### src/rtl/dma2d_pkg.sv
package dma2d_pkg;

  typedef enum logic [1:0] {
    AM_CONST   = 2'd0,
    AM_POSTINC = 2'd1,
    AM_SINGLE  = 2'd2,
    AM_DOUBLE  = 2'd3
  } addr_mode_e;

  typedef enum logic [2:0] {
    SQ_IDLE,
    SQ_WAIT,
    SQ_RD,
    SQ_RSP,
    SQ_WR
  } seq_state_e;

  localparam int ST_W     = 12;
  localparam int FB_HALF  = 2;
  localparam int FB_FRAME = 3;
  localparam int FB_LAST  = 4;
  localparam int FB_BLOCK = 5;
  localparam int FB_PKT   = 7;

  typedef struct packed {
    logic half;
    logic frame_end;
    logic last;
    logic block_end;
    logic pkt;
  } elem_evt_t;

  function automatic logic [2:0] size_bytes(input logic [1:0] code);
    case (code)
      2'd0:    return 3'd1;
      2'd1:    return 3'd2;
      default: return 3'd4;
    endcase
  endfunction

endpackage

### src/rtl/dma2d_step.sv
module dma2d_step
  import dma2d_pkg::*;
#(
  parameter int AW = 32,
  parameter int IW = 16
) (
  input  addr_mode_e        mode,
  input  logic [2:0]        size_b,
  input  logic [IW-1:0]     eidx,
  input  logic [IW-1:0]     fidx,
  output logic [AW-1:0]     elem_step,
  output logic [AW-1:0]     frame_step
);

  logic [AW-1:0] e_ext;
  logic [AW-1:0] f_ext;
  logic [AW-1:0] sz_ext;
  logic [AW-1:0] idx_step;
  logic [AW-1:0] jump;

  assign e_ext    = {{(AW-IW){eidx[IW-1]}}, eidx};
  assign f_ext    = {{(AW-IW){fidx[IW-1]}}, fidx};
  assign sz_ext   = {{(AW-3){1'b0}}, size_b};
  assign idx_step = sz_ext + e_ext - AW'(1);
  assign jump     = f_ext - e_ext;

  always_comb begin
    elem_step  = '0;
    frame_step = '0;
    case (mode)
      AM_CONST: begin
        elem_step  = '0;
        frame_step = '0;
      end
      AM_POSTINC: begin
        elem_step  = sz_ext;
        frame_step = '0;
      end
      AM_SINGLE: begin
        elem_step  = idx_step;
        frame_step = '0;
      end
      default: begin
        elem_step  = idx_step;
        frame_step = jump;
      end
    endcase
  end

endmodule

### src/rtl/dma2d_addr.sv
module dma2d_addr #(
  parameter int AW = 32
) (
  input  logic          clk,
  input  logic          rst_n,
  input  logic          load,
  input  logic [AW-1:0] start,
  input  logic [AW-1:0] elem_step,
  input  logic [AW-1:0] frame_step,
  input  logic          adv,
  input  logic          frame_end,
  output logic [AW-1:0] addr
);

  logic [AW-1:0] extra;

  assign extra = frame_end ? frame_step : '0;

  always_ff @(posedge clk or negedge rst_n) begin
    if (!rst_n)
      addr <= '0;
    else if (load)
      addr <= start;
    else if (adv)
      addr <= addr + elem_step + extra;
  end

endmodule

### src/rtl/dma2d_count.sv
module dma2d_count
  import dma2d_pkg::*;
#(
  parameter int EW = 16,
  parameter int FW = 16,
  parameter int PW = 16
) (
  input  logic          clk,
  input  logic          rst_n,
  input  logic          load,
  input  logic [EW-1:0] elem_cnt,
  input  logic [FW-1:0] frame_cnt,
  input  logic [PW-1:0] pkt_len,
  input  logic          pkt_mode,
  input  logic          adv,
  output elem_evt_t     evt
);

  logic [EW-1:0] e_lim, e_idx, e_nx;
  logic [FW-1:0] f_lim, f_idx;
  logic [PW-1:0] p_lim, p_idx, p_nx;
  logic          pm_q;
  logic          last_f;

  assign e_nx   = e_idx + EW'(1);
  assign p_nx   = p_idx + PW'(1);
  assign last_f = (f_idx == f_lim - FW'(1));

  always_comb begin
    evt.frame_end = (e_nx == e_lim);
    evt.block_end = evt.frame_end && last_f;
    evt.half      = (e_nx == (e_lim >> 1));
    evt.last      = (e_nx == EW'(1)) && last_f;
    evt.pkt       = pm_q && (p_nx == p_lim);
  end

  always_ff @(posedge clk or negedge rst_n) begin
    if (!rst_n) begin
      e_lim <= '0;
      f_lim <= '0;
      p_lim <= '0;
      pm_q  <= 1'b0;
      e_idx <= '0;
      f_idx <= '0;
      p_idx <= '0;
    end else if (load) begin
      e_lim <= elem_cnt;
      f_lim <= frame_cnt;
      p_lim <= pkt_len;
      pm_q  <= pkt_mode;
      e_idx <= '0;
      f_idx <= '0;
      p_idx <= '0;
    end else if (adv) begin
      e_idx <= evt.frame_end ? '0 : e_nx;
      if (evt.block_end)
        f_idx <= '0;
      else if (evt.frame_end)
        f_idx <= f_idx + FW'(1);
      if (evt.pkt)
        p_idx <= '0;
      else if (pm_q)
        p_idx <= p_nx;
    end
  end

  // the in-frame and frame counts never leave the loaded range
  p_count_range_r5: assert property (@(posedge clk) disable iff (!rst_n)
    (e_lim != '0 && f_lim != '0) |-> (e_idx < e_lim && f_idx < f_lim));

endmodule

### src/rtl/dma2d_status.sv
module dma2d_status
  import dma2d_pkg::*;
(
  input  logic            clk,
  input  logic            rst_n,
  input  logic [ST_W-1:0] set_vec,
  input  logic [ST_W-1:0] en,
  input  logic            clr,
  output logic [ST_W-1:0] status
);

  logic [ST_W-1:0] gated;
  logic [ST_W-1:0] kept;

  assign gated = set_vec & en;
  assign kept  = clr ? '0 : status;

  always_ff @(posedge clk or negedge rst_n) begin
    if (!rst_n)
      status <= '0;
    else
      status <= kept | gated;
  end

  // a newly risen flag must have had its enable high
  p_flag_enabled_r12: assert property (@(posedge clk) disable iff (!rst_n)
    ((status & ~$past(status) & ~$past(en)) == '0));

  // a clear with nothing to set empties the register
  p_clear_empties_r12: assert property (@(posedge clk) disable iff (!rst_n)
    (clr && gated == '0) |=> (status == '0));

endmodule

### src/rtl/dma2d_seq.sv
module dma2d_seq
  import dma2d_pkg::*;
#(
  parameter int AW = 32,
  parameter int DW = 32,
  parameter int EW = 16,
  parameter int FW = 16,
  parameter int PW = 16,
  parameter int IW = 16
) (
  input  logic            clk,
  input  logic            rst_n,
  input  logic            load,
  input  logic [AW-1:0]   cfg_src_addr,
  input  logic [AW-1:0]   cfg_dst_addr,
  input  logic [EW-1:0]   cfg_elem_cnt,
  input  logic [FW-1:0]   cfg_frame_cnt,
  input  logic [PW-1:0]   cfg_pkt_len,
  input  logic [1:0]      cfg_src_mode,
  input  logic [1:0]      cfg_dst_mode,
  input  logic [1:0]      cfg_elem_size,
  input  logic [IW-1:0]   cfg_src_eidx,
  input  logic [IW-1:0]   cfg_src_fidx,
  input  logic [IW-1:0]   cfg_dst_eidx,
  input  logic [IW-1:0]   cfg_dst_fidx,
  input  logic            cfg_legacy,
  input  logic            cfg_pkt_mode,
  input  logic            cfg_dst_sync,
  input  logic            cfg_const_fill,
  input  logic            cfg_transp,
  input  logic [DW-1:0]   cfg_color,
  input  logic            xfer_grant,
  output logic            mreq_valid,
  input  logic            mreq_ready,
  output logic            mreq_write,
  output logic [AW-1:0]   mreq_addr,
  output logic [1:0]      mreq_size,
  output logic [DW-1:0]   mreq_wdata,
  input  logic            rsp_valid,
  output logic            rsp_ready,
  input  logic [DW-1:0]   rsp_data,
  output logic            busy,
  output logic            bad_req,
  input  logic [ST_W-1:0] flag_en,
  input  logic            status_clr,
  output logic [ST_W-1:0] status
);

  localparam int NSIDE = 2;

  seq_state_e    state, state_nx;
  logic          load_ok;
  logic          adv;
  logic          skip_rsp;
  logic [DW-1:0] data_mask;
  logic [DW-1:0] data_q;
  elem_evt_t     evt;
  logic [ST_W-1:0] set_vec;

  // latched job
  logic [1:0]    mode_q   [NSIDE];
  logic [IW-1:0] eidx_q   [NSIDE];
  logic [IW-1:0] fidx_q   [NSIDE];
  logic [1:0]    size_q;
  logic          legacy_q, dst_sync_q, const_q, transp_q;
  logic [DW-1:0] color_q;

  // per-side address path
  logic [AW-1:0] start_in [NSIDE];
  logic [AW-1:0] cur_addr [NSIDE];

  assign load_ok = load && (state == SQ_IDLE) &&
                   (cfg_elem_cnt != '0) && (cfg_frame_cnt != '0);

  assign start_in[0] = cfg_src_addr;
  assign start_in[1] = cfg_dst_addr;

  always_ff @(posedge clk or negedge rst_n) begin
    if (!rst_n) begin
      mode_q[0]  <= '0;
      mode_q[1]  <= '0;
      eidx_q[0]  <= '0;
      eidx_q[1]  <= '0;
      fidx_q[0]  <= '0;
      fidx_q[1]  <= '0;
      size_q     <= '0;
      legacy_q   <= 1'b0;
      dst_sync_q <= 1'b0;
      const_q    <= 1'b0;
      transp_q   <= 1'b0;
      color_q    <= '0;
    end else if (load_ok) begin
      mode_q[0]  <= cfg_src_mode;
      mode_q[1]  <= cfg_dst_mode;
      eidx_q[0]  <= cfg_src_eidx;
      eidx_q[1]  <= cfg_dst_eidx;
      fidx_q[0]  <= cfg_src_fidx;
      fidx_q[1]  <= cfg_dst_fidx;
      size_q     <= cfg_elem_size;
      legacy_q   <= cfg_legacy;
      dst_sync_q <= cfg_dst_sync;
      const_q    <= cfg_const_fill;
      transp_q   <= cfg_transp;
      color_q    <= cfg_color;
    end
  end

  always_ff @(posedge clk or negedge rst_n) begin
    if (!rst_n)
      bad_req <= 1'b0;
    else if (load && state == SQ_IDLE)
      bad_req <= (cfg_elem_cnt == '0) || (cfg_frame_cnt == '0);
  end

  generate
    for (genvar s = 0; s < NSIDE; s++) begin : g_side
      logic [IW-1:0] e_sel, f_sel;
      logic [AW-1:0] es, fs;

      if (s == 0) begin : g_src_idx
        assign e_sel = eidx_q[0];
        assign f_sel = fidx_q[0];
      end else begin : g_oth_idx
        assign e_sel = legacy_q ? eidx_q[0] : eidx_q[s];
        assign f_sel = legacy_q ? fidx_q[0] : fidx_q[s];
      end

      dma2d_step #(.AW(AW), .IW(IW)) u_step (
        .mode       (addr_mode_e'(mode_q[s])),
        .size_b     (size_bytes(size_q)),
        .eidx       (e_sel),
        .fidx       (f_sel),
        .elem_step  (es),
        .frame_step (fs)
      );

      dma2d_addr #(.AW(AW)) u_addr (
        .clk        (clk),
        .rst_n      (rst_n),
        .load       (load_ok),
        .start      (start_in[s]),
        .elem_step  (es),
        .frame_step (fs),
        .adv        (adv),
        .frame_end  (evt.frame_end),
        .addr       (cur_addr[s])
      );
    end
  endgenerate

  dma2d_count #(.EW(EW), .FW(FW), .PW(PW)) u_count (
    .clk       (clk),
    .rst_n     (rst_n),
    .load      (load_ok),
    .elem_cnt  (cfg_elem_cnt),
    .frame_cnt (cfg_frame_cnt),
    .pkt_len   (cfg_pkt_len),
    .pkt_mode  (cfg_pkt_mode),
    .adv       (adv),
    .evt       (evt)
  );

  // element data path
  always_comb begin
    case (size_q)
      2'd0:    data_mask = DW'(8'hFF);
      2'd1:    data_mask = DW'(16'hFFFF);
      default: data_mask = '1;
    endcase
  end

  assign skip_rsp = transp_q && ((rsp_data & data_mask) == (color_q & data_mask));

  always_comb begin
    adv = 1'b0;
    case (state)
      SQ_WAIT: adv = xfer_grant && const_q && transp_q;
      SQ_RSP:  adv = rsp_valid && skip_rsp;
      SQ_WR:   adv = mreq_ready;
      default: adv = 1'b0;
    endcase
  end

  always_comb begin
    state_nx = state;
    case (state)
      SQ_IDLE: if (load_ok) state_nx = SQ_WAIT;
      SQ_WAIT: begin
        if (xfer_grant) begin
          if (!const_q)      state_nx = SQ_RD;
          else if (!transp_q) state_nx = SQ_WR;
        end
      end
      SQ_RD:   if (mreq_ready) state_nx = SQ_RSP;
      SQ_RSP:  if (rsp_valid && !skip_rsp) state_nx = SQ_WR;
      default: state_nx = state;
    endcase
    if (adv)
      state_nx = evt.block_end ? SQ_IDLE : SQ_WAIT;
  end

  always_ff @(posedge clk or negedge rst_n) begin
    if (!rst_n)
      state <= SQ_IDLE;
    else
      state <= state_nx;
  end

  always_ff @(posedge clk or negedge rst_n) begin
    if (!rst_n)
      data_q <= '0;
    else if (state == SQ_WAIT && xfer_grant && const_q)
      data_q <= color_q;
    else if (state == SQ_RSP && rsp_valid)
      data_q <= rsp_data;
  end

  assign mreq_valid = (state == SQ_RD) || (state == SQ_WR);
  assign mreq_write = (state == SQ_WR);
  assign mreq_addr  = (state == SQ_WR) ? cur_addr[1] : cur_addr[0];
  assign mreq_size  = size_q;
  assign mreq_wdata = data_q & data_mask;
  assign rsp_ready  = (state == SQ_RSP);
  assign busy       = (state != SQ_IDLE);

  always_comb begin
    set_vec = '0;
    if (adv) begin
      set_vec[FB_HALF]  = evt.half;
      set_vec[FB_FRAME] = evt.frame_end;
      set_vec[FB_LAST]  = evt.last;
      set_vec[FB_BLOCK] = evt.block_end;
      set_vec[FB_PKT]   = evt.pkt && dst_sync_q;
    end
  end

  dma2d_status u_status (
    .clk     (clk),
    .rst_n   (rst_n),
    .set_vec (set_vec),
    .en      (flag_en),
    .clr     (status_clr),
    .status  (status)
  );

  // a stalled request keeps its fields
  p_req_hold_r6: assert property (@(posedge clk) disable iff (!rst_n)
    (mreq_valid && !mreq_ready) |=>
      (mreq_valid && $stable(mreq_addr) && $stable(mreq_write) && $stable(mreq_wdata)));

  // a rejected load leaves the engine idle and flags the error
  p_bad_load_r1: assert property (@(posedge clk) disable iff (!rst_n)
    (load && !busy && (cfg_elem_cnt == '0 || cfg_frame_cnt == '0)) |=> (!busy && bad_req));

  // constant fill never reads
  p_fill_no_read_r8: assert property (@(posedge clk) disable iff (!rst_n)
    (const_q && mreq_valid) |-> mreq_write);

  // a colour-matching element is not followed by a write
  p_skip_no_write_r9: assert property (@(posedge clk) disable iff (!rst_n)
    (rsp_ready && rsp_valid && skip_rsp) |=> !mreq_valid);

  // no request starts without a grant
  p_grant_start_r7: assert property (@(posedge clk) disable iff (!rst_n)
    (state == SQ_WAIT && !xfer_grant) |=> !mreq_valid);

endmodule

### config.mk
export PLATFORM = sky130hd
export DESIGN_NAME = dma2d_seq
export DESIGN_NICKNAME = d
export VERILOG_FILES = /design/src/rtl/dma2d_pkg.sv /design/src/rtl/dma2d_step.sv /design/src/rtl/dma2d_addr.sv /design/src/rtl/dma2d_count.sv /design/src/rtl/dma2d_status.sv /design/src/rtl/dma2d_seq.sv
export SDC_FILE = /design/constraint.sdc
export NUM_CORES = 1
export LEC_CHECK = 0
export BUFFER_PORTS_ARGS = -buffer_cell sky130_fd_sc_hd__buf_2
export CELL_PAD_IN_SITES_DETAIL_PLACEMENT = 1
export CELL_PAD_IN_SITES_GLOBAL_PLACEMENT = 1
export CORE_MARGIN = 2
export CORE_UTILIZATION = 45
export CTS_BUF_LIST = sky130_fd_sc_hd__clkbuf_2
export CTS_CLUSTER_DIAMETER = 40
export CTS_CLUSTER_SIZE = 40
export DETAILED_ROUTE_END_ITERATION = 8
export GPL_TIMING_DRIVEN = 1
export PLACE_DENSITY = 0.88
export RECOVER_POWER = 100
export SLEW_MARGIN = 10
export SYNTH_ARGS = -nofsm -noshare
export SYNTH_HDL_FRONTEND = slang
export SYNTH_SLANG_ARGS = --single-unit
### constraint.sdc
create_clock -name clk -period 10.8 [get_ports clk]
set_clock_uncertainty 0.1 [all_clocks]
set_input_delay 0.54 -clock clk [delete_from_list [all_inputs] [get_ports clk]]
set_output_delay 0.54 -clock clk [all_outputs]
set_load 0.01 [all_outputs]
# [Yosys cells after proc, flatten, opt, wreduce, memory -nomap -nowiden]
# Cells that the tools add are included.
[classes] reduce_logical=37 add_sub_neg=14 n_bitwise=5 eq_ne=20 muxes=41
[op_table] operator="32-bit 2-to-1 mux" count=11
[op_table] operator="16-bit 2-to-1 mux" count=13
[op_table] operator="32-bit case mux with 2 select lines" count=3
[op_table] operator="32-bit adder" count=4
[op_table] operator="32-bit AND" count=3
[op_table] operator="32-bit by 1-bit subtractor with 32-bit output (second input constant)" count=2
[op_table] operator="16-bit by 1-bit adder with 16-bit output (second input constant)" count=3
[op_table] operator="16-bit == test" count=3
[op_table] operator="4-bit by 16-bit adder with 17-bit output" count=2
[op_table] operator="16-bit by 16-bit subtractor with 17-bit output" count=2
[op_table] operator="32-bit == test" count=1
[op_table] operator="16-bit zero test" count=2
[op_table] operator="16-bit nonzero test" count=2
[op_table] operator="3-bit 2-to-1 mux" count=7
[op_table] operator="16-bit by 1-bit == test with 1-bit output (second input constant)" count=1
[op_table] operator="16-bit by 15-bit == test with 1-bit output" count=1
[op_table] operator="16-bit by 1-bit subtractor with 16-bit output (second input constant)" count=1
[op_table] operator="1-bit logical AND" count=15
[op_table] operator="8-bit by 12-bit AND with 12-bit output" count=1
[op_table] operator="12-bit 2-to-1 mux" count=1
[op_table] operator="12-bit OR" count=1
[op_table] operator="3-bit case mux with 4 select lines" count=1
[op_table] operator="3-bit nonzero test" count=3
[op_table] operator="2-bit by 1-bit == test with 1-bit output (second input constant)" count=3
[op_table] operator="21 further kinds" count=31
[word_totals] output_inout_bits=83 wordCells=142 regBits=315

# [Depth between registers and ports, before layout]
[logic_depth] word_depth=10 mapped_depth=32

# [Hierarchy]
# From an unflattened synthesis, not the netlist that was laid out.
[hier_totals] cells_unflattened=3104 area_unflattened_um2=26576.7
[modules_own_cells] mod="dma2d_seq" cells_per_inst=797 area_per_inst_um2=7123.1 n_inst=1
[modules_own_cells] mod="dma2d_count" cells_per_inst=754 area_per_inst_um2=6906.6 n_inst=1
[modules_own_cells] mod="dma2d_step" cells_per_inst=308 area_per_inst_um2=2057.0 n_inst=2
[modules_own_cells] mod="dma2d_addr at g_side[1].u_addr" cells_per_inst=445 area_per_inst_um2=3993.8 n_inst=1
[modules_own_cells] mod="dma2d_addr at g_side[0].u_addr" cells_per_inst=443 area_per_inst_um2=3940.0 n_inst=1
[modules_own_cells] mod="dma2d_status" cells_per_inst=49 area_per_inst_um2=499.2 n_inst=1

# [Worst setup path before layout]
# OpenSTA, ideal clock, no wires.
[synth_path] kind="register to register" start="register legacy_q" end="register g_side[1].u_addr.addr[28]" slack_ns=2.649 setup_time_ns=0.069 t_arrival_ns=7.983 stages_incl_launch_ff=31 path_buffers=4 path_cell_list="dfrtp_1 buf_2 buf_1 clkbuf_1 buf_1 mux2i_1 ha_1 inv_1 fa_1 a21o_1 a21o_1 a2111oi_0 o32ai_1 nor2_1 a21oi_1 a41oi_1 a31oi_1 nor2_1 fa_1 ha_1 a21oi_1 o21ai_0 a21oi_1 nor2b_1 o21ai_0 nand2b_1 a221o_1 a311oi_1 nor2b_1 or3_1 nand3_1"
[synth_via] elab_chain_len=8 word_cells_on_any_way=12 cone_classes="add/sub (5); mux (7)"
[synth_lines] item="start: declaration" line="dma2d_seq.sv:65" rtl="logic legacy_q, dst_sync_q, const_q, transp_q;"
[synth_lines] item="start signal: assignment" line="dma2d_seq.sv:100" rtl="legacy_q <= cfg_legacy;"
[synth_lines] item="16-bit 2-to-1 mux" line="dma2d_seq.sv:124" rtl="assign e_sel = legacy_q ? eidx_q[0] : eidx_q[s];"
[synth_lines] item="4-bit by 16-bit adder with 17-bit output" line="dma2d_step.sv:24" rtl="assign idx_step = sz_ext + e_ext - AW'(1);"
[synth_lines] item="32-bit by 1-bit subtractor with 32-bit output" line="dma2d_step.sv:24"
[synth_lines] item="32-bit case mux with 2 select lines" line="dma2d_step.sv:30" rtl="case (mode)"
[synth_lines] item="32-bit adder" line="dma2d_addr.sv:25" rtl="addr <= addr + elem_step + extra;"
[synth_lines] item="32-bit adder (*)" line="dma2d_addr.sv:25"
[synth_lines] item="32-bit 2-to-1 mux (*)" line="dma2d_addr.sv:24" rtl="else if (adv)"
[synth_lines] item="32-bit 2-to-1 mux (*)" line="dma2d_addr.sv:22" rtl="else if (load)"
[synth_lines] item="end signal: assignment" line="dma2d_addr.sv:23" rtl="addr <= start;"
[synth_lines] item="end signal: assignment" line="dma2d_addr.sv:25"
[synth_lines] item="end: declaration" line="dma2d_addr.sv:12" rtl="output logic [AW-1:0] addr"
# Mark *: on every way between the ends. The rest lies on a longest branch, timed or not. The select of a mux whose other input is x is not followed.
# A chain may end at the register's enable or synchronous reset.

# [Worst setup path after layout]
[layout_path] start="register state[1]" end="register eidx_q[0] (netlist name)"
[layout_via] elab_chain_len=4
[layout_lines] item="start: declaration" line="dma2d_seq.sv:51" rtl="seq_state_e state, state_nx;"
[layout_lines] item="start signal: assignment" line="dma2d_seq.sv:206" rtl="state <= state_nx;"
[layout_lines] item="3-bit zero test" line="dma2d_seq.sv:72" rtl="assign load_ok = load && (state == SQ_IDLE) &&"
[layout_lines] item="1-bit logical AND (2 in a row)" line="dma2d_seq.sv:72"
[layout_lines] item="1-bit logical AND" line="dma2d_seq.sv:73" rtl="(cfg_elem_cnt != '0) && (cfg_frame_cnt != '0);"
[layout_lines] item="end: declaration" line="dma2d_seq.sv:62" rtl="logic [IW-1:0] eidx_q [NSIDE];"
# Every way passes these cells.

==> run summary <==
outcome -> complete, but fails checks
failing checks -> capacitance limit, slew limit
Synth area leaders -> dfrtp_1, nand2_1, fa_1
Sum Neg Setup Slack -> 0 ns
mapped cell area -> 23,600 um2
Final setup viols -> 0
DPL Wire Length -> 63,100 um
pwr dens -> 319 nW/um2
Met2 Routed Length -> 49,200 um
first-pass GRT wire length -> 157,000 um
slew at the pin closest to its max-slew limit -> 4.46 ns
Post-Syn Area per Cell -> 8.33 um2
Initial Utilization -> 45.7%
dominant synthesized flop cell -> dfrtp_1
critical path data arrival time -> 10.18 ns
Final nets -> 3,883
Die Y -> 233 um
ys async rst share -> 100%
CTS root buf -> clkbuf_2
Crit Path Max Fanout -> 89
M1 wire length -> 40,000 um
Slew headroom -> -197%
clk buf depth -> 3
Final Slew Violations -> 734
highest metal used -> met4
layout cells sized above 1 -> 13.7%
CTS sink cnt -> 308
drt via density -> 5.98
first-pass iteration count of the detailed router -> 6
CP Class -> reg2reg
area grow syn2layout -> 26.0%
# DRC -> 0
Pleak -> 0.0138 uW
largest net degree at the start of global routing -> 199
Worst-path clk slew -> 0.24 ns
RSZ-0062 raised after global routing -> false
Mapped Cells -> 2,833
CTS Buf Count -> 69
initial drt markers -> 1,729
number of synthesized flops with an enable pin -> 0
GP Congestion -> 0.921
initial antenna violation count -> 13
core area -> 51,600 um2
worst-skew pair later-pin latency -> 1.11 ns
f_max -> 108 MHz
remaining global-route overflow -> 0
Hold Fails Final Rpt -> 0
Crit. End Element -> flop
wire per inst -> 24.2 um
vias -> 25.1k
Synth top area share -> 32.7%
DR WL met3 -> 6580 um
worst endpoint required time -> 11.73 ns
CTS tree -> yes
Yosys reg bits -> 308
total of max-cap violations -> 12
Site Rows -> 83
HP Class -> in2reg
Peak VDD IR -> 0.000116 V
sequential area share after synthesis -> 32.7%
io pins -> 353
Tot GR Track Use -> 37.4%
ANT nets after route -> 0
Commonest cells post-synth -> nand2_1, dfrtp_1, nor2_1, o21ai_0, xnor2_1
port bufs -> 338
number of global-route vias before repair -> 27.4k
H-tree depth -> 3
CP startpoint -> state[1]
Yosys cell types -> 84
Final WS setup -> 1.55 ns
Die Area -> 54,300 um2
Die Span X -> 233 um
most numerous cell in the Yosys netlist -> nand2_1
Worst setup SP type -> flop
Hold Crit Start -> cfg_color[21]
Routed Wire Length -> 101,000 um
Yosys warning count -> 0
Post-CTS Setup Bufs -> 0
Reg2Reg Launch Point -> state[1]
leading area contributor after synthesis -> dfrtp_1
Setup WS pre-CTS -> 2.38 ns
period utilization -> 85.7%
Tmin final -> 9.25 ns
-- registers in the layout, summed over array words and instances, names as in the netlist, 2 cells and up --
register,count
color_q,32
data_q,32
eidx_q,16
fidx_q,16
g_side.e_sel,16
g_side.f_sel,16
g_side.u_addr.addr,64
mode_q,4
mreq_size,2
state,3
u_count.e_idx,16
u_count.e_lim,16
u_count.f_idx,16
u_count.f_lim,16
u_count.p_idx,16
u_count.p_lim,16
u_status.status,5
-- layout make-up --
class	instances	area, um2
fill	6252	21900
timing repair buffer	683	4990
clock buffer	78	390
multi-input combinational	2301	15000
sequential	308	7710
inverter	79	297
antenna	15	37.5
clock inverter	46	507
tap	680	851
-- per-layer routing --
layer | vias up | global-route usage [%]
met1 | 12500 | 44.3
met4 | 0 | 19.4
li1 | 11000 | -
met3 | 366 | 8.01
met5 | - | 0
met2 | 1123 | 63.6
-- timing repair --
item / CTS / global route
hold buffers: 323 / 2
resized for setup: 0 / 0
hold endpoints to repair: 348 / 2
setup endpoints to repair: 0 / 0
-- kinds of logic (layout without fill, tap and decap cells) --
kind of cell / after synthesis / count (layout) / share of synthesized area, %
xor gates and xnor gates: 249 / 249 / 9.45
buffers and inverters: 230 / 886 / 4.03
DFF: 308 / 308 / 32.7
other: 1 / 22 / 0.0159
muxes: 74 / 74 / 3.40
and+or+nand+nor: 1201 / 1201 / 23.1
AOI/OAI and AO/OA: 596 / 596 / 16.0
adders and majority gates: 174 / 174 / 11.4
-- layout by cell type (no fill, tap or decap), types with 101 or more instances in the layout --
cell type,n
ha_1,103
dfrtp_1,307
a21oi_1,129
nand2_1,625
dlygate4sd3_1,324
o21ai_0,177
xor2_1,101
nor2_1,178
xnor2_1,144
buf_2,286
-- through the flow --
stage	instance area, um2	power (uW)	hold WS, ns	utilization [%]	cells
after floorplan	23600	6240	0.144	-	2839
final	29800	9480	0.0943	57.6	4190
after global routing	29700	10200	0.00431	57.6	4188
after CTS	29900	9200	0.000453	57.9	4173
after detailed placement	25700	8020	0.356	49.8	3726
after global placement	25700	7690	0.352	49.8	3726
-- power by group --
group	switching [uW]	internal [uW]	leakage, uW
Combinational	3670	2460	0.00942
Clock	609	445	0.000536
Sequential	686	1610	0.00385
Total	4970	4510	0.0138
-- final timing paths --
check                                            end  slack [ns]  cells past startpoint
setup reg to reg                           eidx_q[0]        1.55                      6
setup / recovery                           eidx_q[0]        1.55                      6
hold / removal                           color_q[21]        0.09                      4
max in group asynchronous         g_side[0].f_sel[9]        2.76                      5
min in group asynchronous  g_side[1].u_addr.addr[30]        0.94                      3
hold reg to reg                            fidx_q[2]        0.39                      2
-- critical path, stage by stage (launching register included) --
cell and delay, ns:
dfrtp_1 0.58, nor3_1 0.49, and4_1 1.92, clkbuf_1 2.24, clkbuf_1 2.76, nand2_1 0.72
nand2_1 0.23
Power figures use the tool's default switching activity.
